File: src/rtl/stbuf_pkg.sv
// Package: shared constants and the buffered-store record.
// Assumes: the epoch width exceeds log2 of the buffer depth plus one.
package stbuf_pkg;
    localparam int SB_AW  = 32;
    localparam int SB_DW  = 32;
    localparam int SB_EPW = 8;

    typedef struct packed {
        logic              vld;
        logic [SB_AW-1:0]  addr;
        logic [SB_DW-1:0]  data;
        logic [SB_EPW-1:0] ep;
    } sb_entry_t;
endpackage

File: src/rtl/stbuf_queue.sv
// Module: age-ordered store storage. Slot 0 is the oldest store.
// Removing a store from any slot shifts the younger slots down by one.
// A new store lands behind the last valid slot.
// Assumes: push only when count < DEPTH; pop_idx_i names a valid slot.
module stbuf_queue
    import stbuf_pkg::*;
#(
    parameter int DEPTH = 8,
    parameter int IW    = $clog2(DEPTH),
    parameter int CW    = $clog2(DEPTH + 1)
) (
    input  logic                  clk,
    input  logic                  rst_n,
    input  logic                  pso_i,
    input  logic                  push_i,
    input  sb_entry_t             push_entry_i,
    input  logic                  pop_i,
    input  logic [IW-1:0]         pop_idx_i,
    output sb_entry_t [DEPTH-1:0] q_o,
    output logic [CW-1:0]         cnt_o
);
    sb_entry_t [DEPTH-1:0] q_q, q_d;
    logic [CW-1:0]         cnt_q, cnt_mid, cnt_d;

    // Next-state contents: close the gap left by a pop, then append the push.
    always_comb begin
        q_d     = q_q;
        cnt_mid = cnt_q - CW'(pop_i);
        if (pop_i) begin
            for (int k = 0; k < DEPTH - 1; k++) begin
                if (k >= int'(pop_idx_i)) q_d[k] = q_q[k + 1];
            end
            q_d[DEPTH-1] = '0;
        end
        if (push_i) begin
            for (int k = 0; k < DEPTH; k++) begin
                if (CW'(k) == cnt_mid) begin
                    q_d[k]     = push_entry_i;
                    q_d[k].vld = 1'b1;
                end
            end
        end
        cnt_d = cnt_mid + CW'(push_i);
    end

    // State register for the slots and the occupancy.
    always_ff @(posedge clk) begin
        if (!rst_n) begin
            q_q   <= '0;
            cnt_q <= '0;
        end else begin
            q_q   <= q_d;
            cnt_q <= cnt_d;
        end
    end

    assign q_o   = q_q;
    assign cnt_o = cnt_q;

    assert_no_overflow_R2: assert property (@(posedge clk) disable iff (!rst_n)
        cnt_q <= CW'(DEPTH));

    assert_inorder_head_R3: assert property (@(posedge clk) disable iff (!rst_n)
        (pop_i && !pso_i) |-> (pop_idx_i == '0));

    assert_epoch_gate_R5: assert property (@(posedge clk) disable iff (!rst_n)
        pop_i |-> (q_q[pop_idx_i].ep == q_q[0].ep));

    assert_pop_valid_R9: assert property (@(posedge clk) disable iff (!rst_n)
        pop_i |-> q_q[pop_idx_i].vld);

    for (genvar i = 0; i < DEPTH; i++) begin : g_ord
        assert_same_addr_R6: assert property (@(posedge clk) disable iff (!rst_n)
            (pop_i && (IW'(i) < pop_idx_i) && q_q[i].vld)
                |-> (q_q[i].addr != q_q[pop_idx_i].addr));
    end
endmodule

File: src/rtl/stbuf_drain_pick.sv
// Module: chooses the slot to offer to memory.
// In-order mode offers slot 0. Relaxed mode offers the oldest slot that
// shares slot 0's epoch, has no older store to its address, and sits in a
// bank not flagged busy.
// Assumes: the slots are age ordered with no holes.
module stbuf_drain_pick
    import stbuf_pkg::*;
#(
    parameter int DEPTH    = 8,
    parameter int BANKS    = 4,
    parameter int BANK_LSB = 2,
    parameter int IW       = $clog2(DEPTH),
    parameter int BKW      = $clog2(BANKS)
) (
    input  sb_entry_t [DEPTH-1:0] q_i,
    input  logic                  pso_i,
    input  logic [BANKS-1:0]      busy_i,
    output logic                  pick_vld_o,
    output logic [IW-1:0]         pick_idx_o
);
    logic [DEPTH-1:0] elig;

    for (genvar j = 0; j < DEPTH; j++) begin : g_el
        logic older_same;
        // Look for an older buffered store to the same address.
        always_comb begin
            older_same = 1'b0;
            for (int i = 0; i < j; i++) begin
                if (q_i[i].vld && (q_i[i].addr == q_i[j].addr)) older_same = 1'b1;
            end
        end
        assign elig[j] = q_i[j].vld && (q_i[j].ep == q_i[0].ep) && !older_same
                         && !busy_i[q_i[j].addr[BANK_LSB +: BKW]];
    end

    // Oldest eligible slot wins in relaxed mode; head only in in-order mode.
    always_comb begin
        pick_vld_o = 1'b0;
        pick_idx_o = '0;
        if (!pso_i) begin
            pick_vld_o = q_i[0].vld;
        end else begin
            for (int j = DEPTH - 1; j >= 0; j--) begin
                if (elig[j]) begin
                    pick_vld_o = 1'b1;
                    pick_idx_o = IW'(j);
                end
            end
        end
    end
endmodule

File: src/rtl/stbuf_fwd.sv
// Module: load-to-store forwarding. It matches a load address against
// every valid slot and returns the youngest match.
// Assumes: higher slot index means younger store.
module stbuf_fwd
    import stbuf_pkg::*;
#(
    parameter int DEPTH = 8
) (
    input  sb_entry_t [DEPTH-1:0] q_i,
    input  logic [SB_AW-1:0]      addr_i,
    output logic                  hit_o,
    output logic [SB_DW-1:0]      data_o
);
    // Scan oldest to youngest so that the last match found is the youngest.
    always_comb begin
        hit_o  = 1'b0;
        data_o = '0;
        for (int k = 0; k < DEPTH; k++) begin
            if (q_i[k].vld && (q_i[k].addr == addr_i)) begin
                hit_o  = 1'b1;
                data_o = q_i[k].data;
            end
        end
    end
endmodule

File: src/rtl/stbuf_order.sv
// Module: store buffer top. It accepts stores, serves matching loads from
// the buffer, passes other loads to memory, and drains stores under the
// selected ordering mode. Barriers advance the store epoch, and runs of
// barriers with no store between them fold into a single step.
// Assumes: pso_mode_i changes only while the buffer is empty.
module stbuf_order
    import stbuf_pkg::*;
#(
    parameter int DEPTH    = 8,
    parameter int BANKS    = 4,
    parameter int BANK_LSB = 2
) (
    input  logic             clk,
    input  logic             rst_n,
    input  logic             pso_mode_i,
    input  logic             st_valid_i,
    input  logic [31:0]      st_addr_i,
    input  logic [31:0]      st_data_i,
    output logic             st_ready_o,
    input  logic             fence_i,
    input  logic             ld_valid_i,
    input  logic [31:0]      ld_addr_i,
    output logic             ld_ready_o,
    output logic             ld_hit_o,
    output logic [31:0]      ld_data_o,
    output logic             mem_rd_valid_o,
    output logic [31:0]      mem_rd_addr_o,
    input  logic             mem_rd_ready_i,
    output logic             mem_wr_valid_o,
    output logic [31:0]      mem_wr_addr_o,
    output logic [31:0]      mem_wr_data_o,
    input  logic             mem_wr_ready_i,
    input  logic [BANKS-1:0] mem_bank_busy_i
);
    localparam int IW = $clog2(DEPTH);
    localparam int CW = $clog2(DEPTH + 1);

    sb_entry_t [DEPTH-1:0] q;
    logic [CW-1:0]         cnt;
    logic                  push, pop;
    sb_entry_t             push_entry;
    logic [SB_EPW-1:0]     cur_ep_q, new_ep;
    logic                  bar_pend_q;
    logic                  pick_vld, held_q, fwd_hit;
    logic [IW-1:0]         pick_idx, held_idx_q, sel_idx;
    logic [SB_DW-1:0]      fwd_data;

    assign st_ready_o = (cnt < CW'(DEPTH));
    assign push       = st_valid_i && st_ready_o;
    assign new_ep     = (bar_pend_q || fence_i) ? cur_ep_q + SB_EPW'(1) : cur_ep_q;

    // Build the record for an incoming store.
    always_comb begin
        push_entry.vld  = 1'b1;
        push_entry.addr = st_addr_i;
        push_entry.data = st_data_i;
        push_entry.ep   = new_ep;
    end

    // Epoch tracking: a pending barrier takes effect at the next store.
    always_ff @(posedge clk) begin
        if (!rst_n) begin
            cur_ep_q   <= '0;
            bar_pend_q <= 1'b0;
        end else if (push) begin
            cur_ep_q   <= new_ep;
            bar_pend_q <= 1'b0;
        end else if (fence_i) begin
            bar_pend_q <= 1'b1;
        end
    end

    stbuf_queue #(.DEPTH(DEPTH), .IW(IW), .CW(CW)) queue_i (
        .clk(clk), .rst_n(rst_n), .pso_i(pso_mode_i),
        .push_i(push), .push_entry_i(push_entry),
        .pop_i(pop), .pop_idx_i(sel_idx),
        .q_o(q), .cnt_o(cnt)
    );

    stbuf_drain_pick #(.DEPTH(DEPTH), .BANKS(BANKS), .BANK_LSB(BANK_LSB), .IW(IW)) pick_i (
        .q_i(q), .pso_i(pso_mode_i), .busy_i(mem_bank_busy_i),
        .pick_vld_o(pick_vld), .pick_idx_o(pick_idx)
    );

    stbuf_fwd #(.DEPTH(DEPTH)) fwd_i (
        .q_i(q), .addr_i(ld_addr_i), .hit_o(fwd_hit), .data_o(fwd_data)
    );

    // A refused write offer stays locked on its slot until memory takes it.
    always_ff @(posedge clk) begin
        if (!rst_n) begin
            held_q     <= 1'b0;
            held_idx_q <= '0;
        end else begin
            held_q <= mem_wr_valid_o && !mem_wr_ready_i;
            if (mem_wr_valid_o) held_idx_q <= sel_idx;
        end
    end

    assign sel_idx        = held_q ? held_idx_q : pick_idx;
    assign mem_wr_valid_o = held_q || pick_vld;
    assign mem_wr_addr_o  = q[sel_idx].addr;
    assign mem_wr_data_o  = q[sel_idx].data;
    assign pop            = mem_wr_valid_o && mem_wr_ready_i;

    assign ld_hit_o       = ld_valid_i && fwd_hit;
    assign ld_data_o      = fwd_data;
    assign mem_rd_valid_o = ld_valid_i && !fwd_hit;
    assign mem_rd_addr_o  = ld_addr_i;
    assign ld_ready_o     = fwd_hit || mem_rd_ready_i;

    assert_hold_offer_R9: assert property (@(posedge clk) disable iff (!rst_n)
        (mem_wr_valid_o && !mem_wr_ready_i)
            |=> (mem_wr_valid_o && $stable(mem_wr_addr_o) && $stable(mem_wr_data_o)));
endmodule

File: config.mk
export PLATFORM = sky130hd
export DESIGN_NAME = stbuf_order
export DESIGN_NICKNAME = d
export VERILOG_FILES = /design/src/rtl/stbuf_pkg.sv /design/src/rtl/stbuf_queue.sv /design/src/rtl/stbuf_drain_pick.sv /design/src/rtl/stbuf_fwd.sv /design/src/rtl/stbuf_order.sv
export SDC_FILE = /design/constraint.sdc
export NUM_CORES = 2
export LEC_CHECK = 0
export CORE_ASPECT_RATIO = 1.25
export CORE_UTILIZATION = 50
export DETAILED_ROUTE_END_ITERATION = 8
export PLACE_DENSITY = 0.71
export SKIP_LAST_GASP = 1
export SLEW_MARGIN = 40
export SYNTH_ARGS = -nofsm -noshare
export SYNTH_HDL_FRONTEND = slang
export SYNTH_SLANG_ARGS = --single-unit
File: constraint.sdc
create_clock -name clk -period 7.2 [get_ports clk]
set_input_delay 2.16 -clock clk [delete_from_list [all_inputs] [get_ports clk]]
set_output_delay 2.16 -clock clk [all_outputs]
set_load 0.05 [all_outputs]
==> results of run 1 <==
==> timing repair <==
action,4_1_cts
setup buffers,103
pin swaps,124
cloned,40
endpoints found under the setup margin,100
resized for setup,544
endpoints found under the hold margin,0
==> cell families after synthesis <==
family / Yosys count / synth area share
and+or+nand+nor: 1263 / 0.127
xor gates and xnor gates: 1210 / 0.227
AOI/OAI and AO/OA: 1126 / 0.145
buffers and inverters: 698 / 0.0679
muxes: 630 / 0.173
DFF: 601 / 0.258
adders and majority gates: 5 / 0.00134
==> synth_stat cells, types with 144 or more instances <==
cell	number	share of area
nor2_1	158	0.013
a21oi_1	300	0.032
xor2_1	692	0.13
buf_2	244	0.026
clkbuf_1	337	0.027
nand4_1	144	0.019
nand2_1	551	0.044
dfxtp_1	601	0.26
o21ai_0	370	0.040
mux2i_1	429	0.092
nor4_1	182	0.024
xnor2_1	518	0.097
a31oi_1	181	0.024
==> stage by stage <==
stage	instances	cell area [sq um]
CTS	7275	61000
floorplan	5533	47200
global placement	7025	55000
detailed placement	7025	55000
==> metal layers <==
layer,track usage,GRT overflow
met5,0.107,0
met3,0.502,1
met2,0.910,44
met4,0.696,53
met1,0.768,0
==> impl_metrics.py, run 1 <==
metrics = {
    "status": {
        "status": "aborted with a tool error",
        "stop_stage": "global routing",
        "error": "[ERROR GRT-0116] Global routing finished with congestion. Check the congestion regions in the DRC Viewer.",
    },
    "grt": {
        "grt_start_max_net_pins": 231,
        "grt_pass1_wl_mm": 485,
        "overflow": 98,
        "grt_pass1_vias": 58015,
        "gr-usage-all-layers": 0.723,
    },
    "logic_synthesis": {
        "synth.distinct_cells": 62,
        "avgSynthCellArea_sq_um": 8.43,
        "syn_area_sq_um": 46600,
        "yosys_warnings": 0,
        "ys_seq_area_frac": 0.258,
        "synth_seq_cells": 601,
        "postSynthCellCount": 5533,
        "synth_ff_type": "dfxtp_1",
        "syn-num-nets": 5646,
        "synth_edf_count": 0,
        "async_reset_ff_frac": 0,
    },
    "place": {
        "dp_hpwl_mm": 213,
        "gp_congestion": 1.26,
        "dp_slack_ps": -1070,
        "port_buffers": 240,
    },
    "clocking": {
        "cts.sinks": 601,
        "cts_hold_buf": 0,
        "cts_max_level": 2,
        "cts_made_buffers": 59,
        "cts_max_path_buffers": 3,
        "clock_tree.root_cell": "clkbuf_16",
    },
    "die": {
        "row_count": 124,
        "die_w_um": 275,
        "io_pins": 241,
        "die_y_um": 343,
        "start_util": 0.507,
    },
}
==> run 2: changes to the inputs <==
CORE_ASPECT_RATIO = not set   (was 1.25)
CORE_UTILIZATION = 35   (was 50)
PLACE_DENSITY = not set   (was 0.71)
PLACE_DENSITY_LB_ADDON = 0.15   (was not set)
clock period = 9.4 ns   (was 7.2 ns; I/O delays follow)
==> impl_metrics.py, run 2 <==
metrics = {
    "logic_synthesis": {
        "syn-num-nets": 5646,
        "avgSynthCellArea_sq_um": 8.43,
        "yosys_warnings": 0,
        "async_reset_ff_frac": 0,
        "synth_edf_count": 0,
        "synth_ff_type": "dfxtp_1",
        "postSynthCellCount": 5533,
        "syn_area_sq_um": 46600,
        "netlist.area_leader.share": 0.258,
        "yosysMostFrequentCell": "xor2_1",
        "ys_seq_area_frac": 0.258,
        "synth.distinct_cells": 62,
        "ys_top_cells_by_count": "xor2_1 (692), dfxtp_1 (601), nand2_1 (551)",
        "synth_seq_cells": 601,
        "yosysTopAreaCell": "dfxtp_1",
        "synthTopCellsByArea": "dfxtp_1 (26%), xor2_1 (13%), xnor2_1 (9.7%), mux2i_1 (9.2%), mux4_2 (6.6%)",
    },
    "routing": {
        "viasPerCell": 6.41,
        "ant_nets": 0,
        "vias": 48061,
        "drc_errors": 0,
        "routed_wl_mm": 299,
        "dr.pass1.iters": 8,
        "drt_iter0_drc": 6687,
        "wire_per_inst_um": 39.9,
    },
    "worst_setup_path": {
        "required_ps": 6580,
        "cp_slowest_cell": "or4_2",
        "crit_path_start_kind": "input port",
        "rrSetupSlack_ps": 2180,
        "reg2reg_from": "queue_i.q_o[282]",
        "cp_top_family": "simple AND/OR/NAND/NOR gates",
        "r2r_end": "queue_i.q_o[329]",
        "crit_chain": "clkdlybuf4s50_1 -> buf_4 -> xnor2_1 -> nand4_1 -> nor4_2 -> nand4_1 -> or4_2 -> buf_12 -> mux2i_1 -> nand2_1 -> o211ai_1 -> a31oi_1 -> buf_4 -> buf_12",
        "crit_type": "in -> out",
        "r2r_cells": 21,
        "crit_fanout": 17,
        "crit_arrival_ps": 6550,
        "timing.critical_path.buf_inv": 5,
        "end_kind": "output pin",
        "cpPeakStageDelay_ps": 870,
    },
    "job": {
        "drv_cap": 0,
    },
    "min_path": {
        "whs_endpoint": "queue_i.q_o[27]",
        "min_path_type": "reg -> reg",
        "min_path_cells": 2,
        "hp-start": "queue_i.q_o[27]",
    },
    "sta": {
        "fmax_mhz": 107,
        "finalHoldViolCount": 0,
        "maxSlewHeadroom": 0.311,
        "slew_violations": 0,
        "clock-skew-final_ps": 58.0,
        "min_period_ps": 9370,
        "worst_pin_slew_ps": 1030,
        "finalSetupViolations": 0,
        "period_share": 0.997,
    },
    "clocking": {
        "clock_latency_ps": 760,
        "cts.sinks": 601,
        "cts_hold_buf": 0,
        "cts_max_level": 3,
        "clk_pin_slew_ps": 60,
        "cts_tree": "done",
        "clock_tree.root_cell": "clkbuf_16",
        "cts_max_path_buffers": 3,
        "cts_made_buffers": 77,
    },
    "layout": {
        "layout_common_cells": "xor2_1 (691), dfxtp_1 (570), nand2_1 (545)",
        "final_layout_size_suffix_gt1_frac": 0.179,
        "largest_reg_flops": 584,
        "fin_util": 0.427,
        "final_common_cell": "xor2_1",
        "final_area_sq_um": 56200,
        "final_nets": 5786,
        "area_delta_synth_final_pct": 20.6,
        "instances_no_fill": 7496,
    },
    "place": {
        "dp_cells": 7336,
        "gp_congestion": 1.23,
        "placed_area_sq_um": 53000,
        "dp_hpwl_mm": 205,
        "port_buffers": 240,
    },
    "die": {
        "die_y_um": 367,
        "die_w_um": 367,
        "start_util": 0.354,
        "io_pins": 241,
        "core_area_sq_um": 132000,
        "row_count": 133,
        "dieArea_sq_um": 135000,
    },
    "grt": {
        "grt_pass1_vias": 43792,
        "grt_start_max_net_pins": 177,
        "gr-usage-all-layers": 0.429,
        "overflow": 0,
        "antenna_found_initial": 24,
        "grt_pass1_wl_mm": 400,
    },
    "power_and_ir_drop": {
        "peakVddDrop_mv": 0.272,
        "p_leak_nw": 24.6,
        "p_per_area_nw_per_um2": 313,
        "power_w": 0.0176,
    },
    "status": {
        "status": "finished clean",
    },
}
[run 2: cell counts after synthesis]
Identical to the previous run, type by type.
[run 2: repair_timing]
action / in CTS / in global routing
endpoints found under the setup margin: 96 / 80
gates cloned: 5 / 0
resized for setup: 29 / 47
setup buffers: 8 / 0
pin swaps: 7 / 16
[run 2: worst min-delay path: cells and delay by family (launching register included)]
family	cells	cell delay, ps
and+or+nand+nor	1	60
DFF	1	320
AOI/OAI and AO/OA	1	70
[run 2: worst max path at each step]
stage	from	to	slack, ps	cells after the start
final	ld_addr_i[25]	ld_data_o[19]	30	14
after global routing	ld_addr_i[15]	ld_data_o[4]	-40	15
after CTS	ld_addr_i[11]	ld_data_o[19]	20	13
after detailed placement	mem_bank_busy_i[3]	mem_wr_data_o[31]	-480	13
after global placement	mem_bank_busy_i[3]	mem_wr_data_o[31]	-520	13
after floorplan	ld_addr_i[6]	ld_data_o[21]	50	14
[run 2: layout make-up]
| cell class | count | area (sq um) |
|---|---|---|
| fillers | 13217 | 75600 |
| multi-input cells | 4235 | 31900 |
| flip-flops and latches | 601 | 12100 |
| repair buffers | 738 | 7210 |
| clock buffers | 106 | 2240 |
| well taps | 1755 | 2200 |
| clock inverters | 36 | 488 |
| inverters | 20 | 82.6 |
| diodes | 5 | 12.5 |
[run 2: cell families after synthesis]
| kind of cell | count (synthesis) | share of synthesized area |
|---|---|---|
| buf+inv | 698 | 0.0679 |
| xor+xnor | 1210 | 0.227 |
| simple gates | 1263 | 0.127 |
| flops | 601 | 0.258 |
| fa+ha+maj | 5 | 0.00134 |
| mux | 630 | 0.173 |
| compound gates | 1126 | 0.145 |
[run 2: power breakdown]
group | internal, W | total [W] | switching [W] | leakage (nW)
clock | 0.00188 | 0.00323 | 0.00135 | 1.34
sequential | 0.00314 | 0.00444 | 0.00130 | 4.89
combinational | 0.00343 | 0.00995 | 0.00652 | 18.4
[run 2: routing by layer]
metal  vias to the layer above  routed length (um)  global-route usage
li1                      19821                   -                   -
met1                     23702              115000               0.538
met2                      3453              124000               0.628
met3                      1053               35900               0.143
met4                        32               23700               0.271
met5                         -                 173                   0
[run 2: through the flow]
stage / setup slack [ps] / hold WS, ps / TNS, ps
finish: 30.2 / 491 / 0
global route: -38.0 / 505 / -73.8
CTS: 19.6 / 480 / 0
detailed placement: -482 / 482 / -27690
global placement: -518 / 480 / -31540
floorplan: 46.3 / 458 / 0
(Power assumes the default switching activity.)
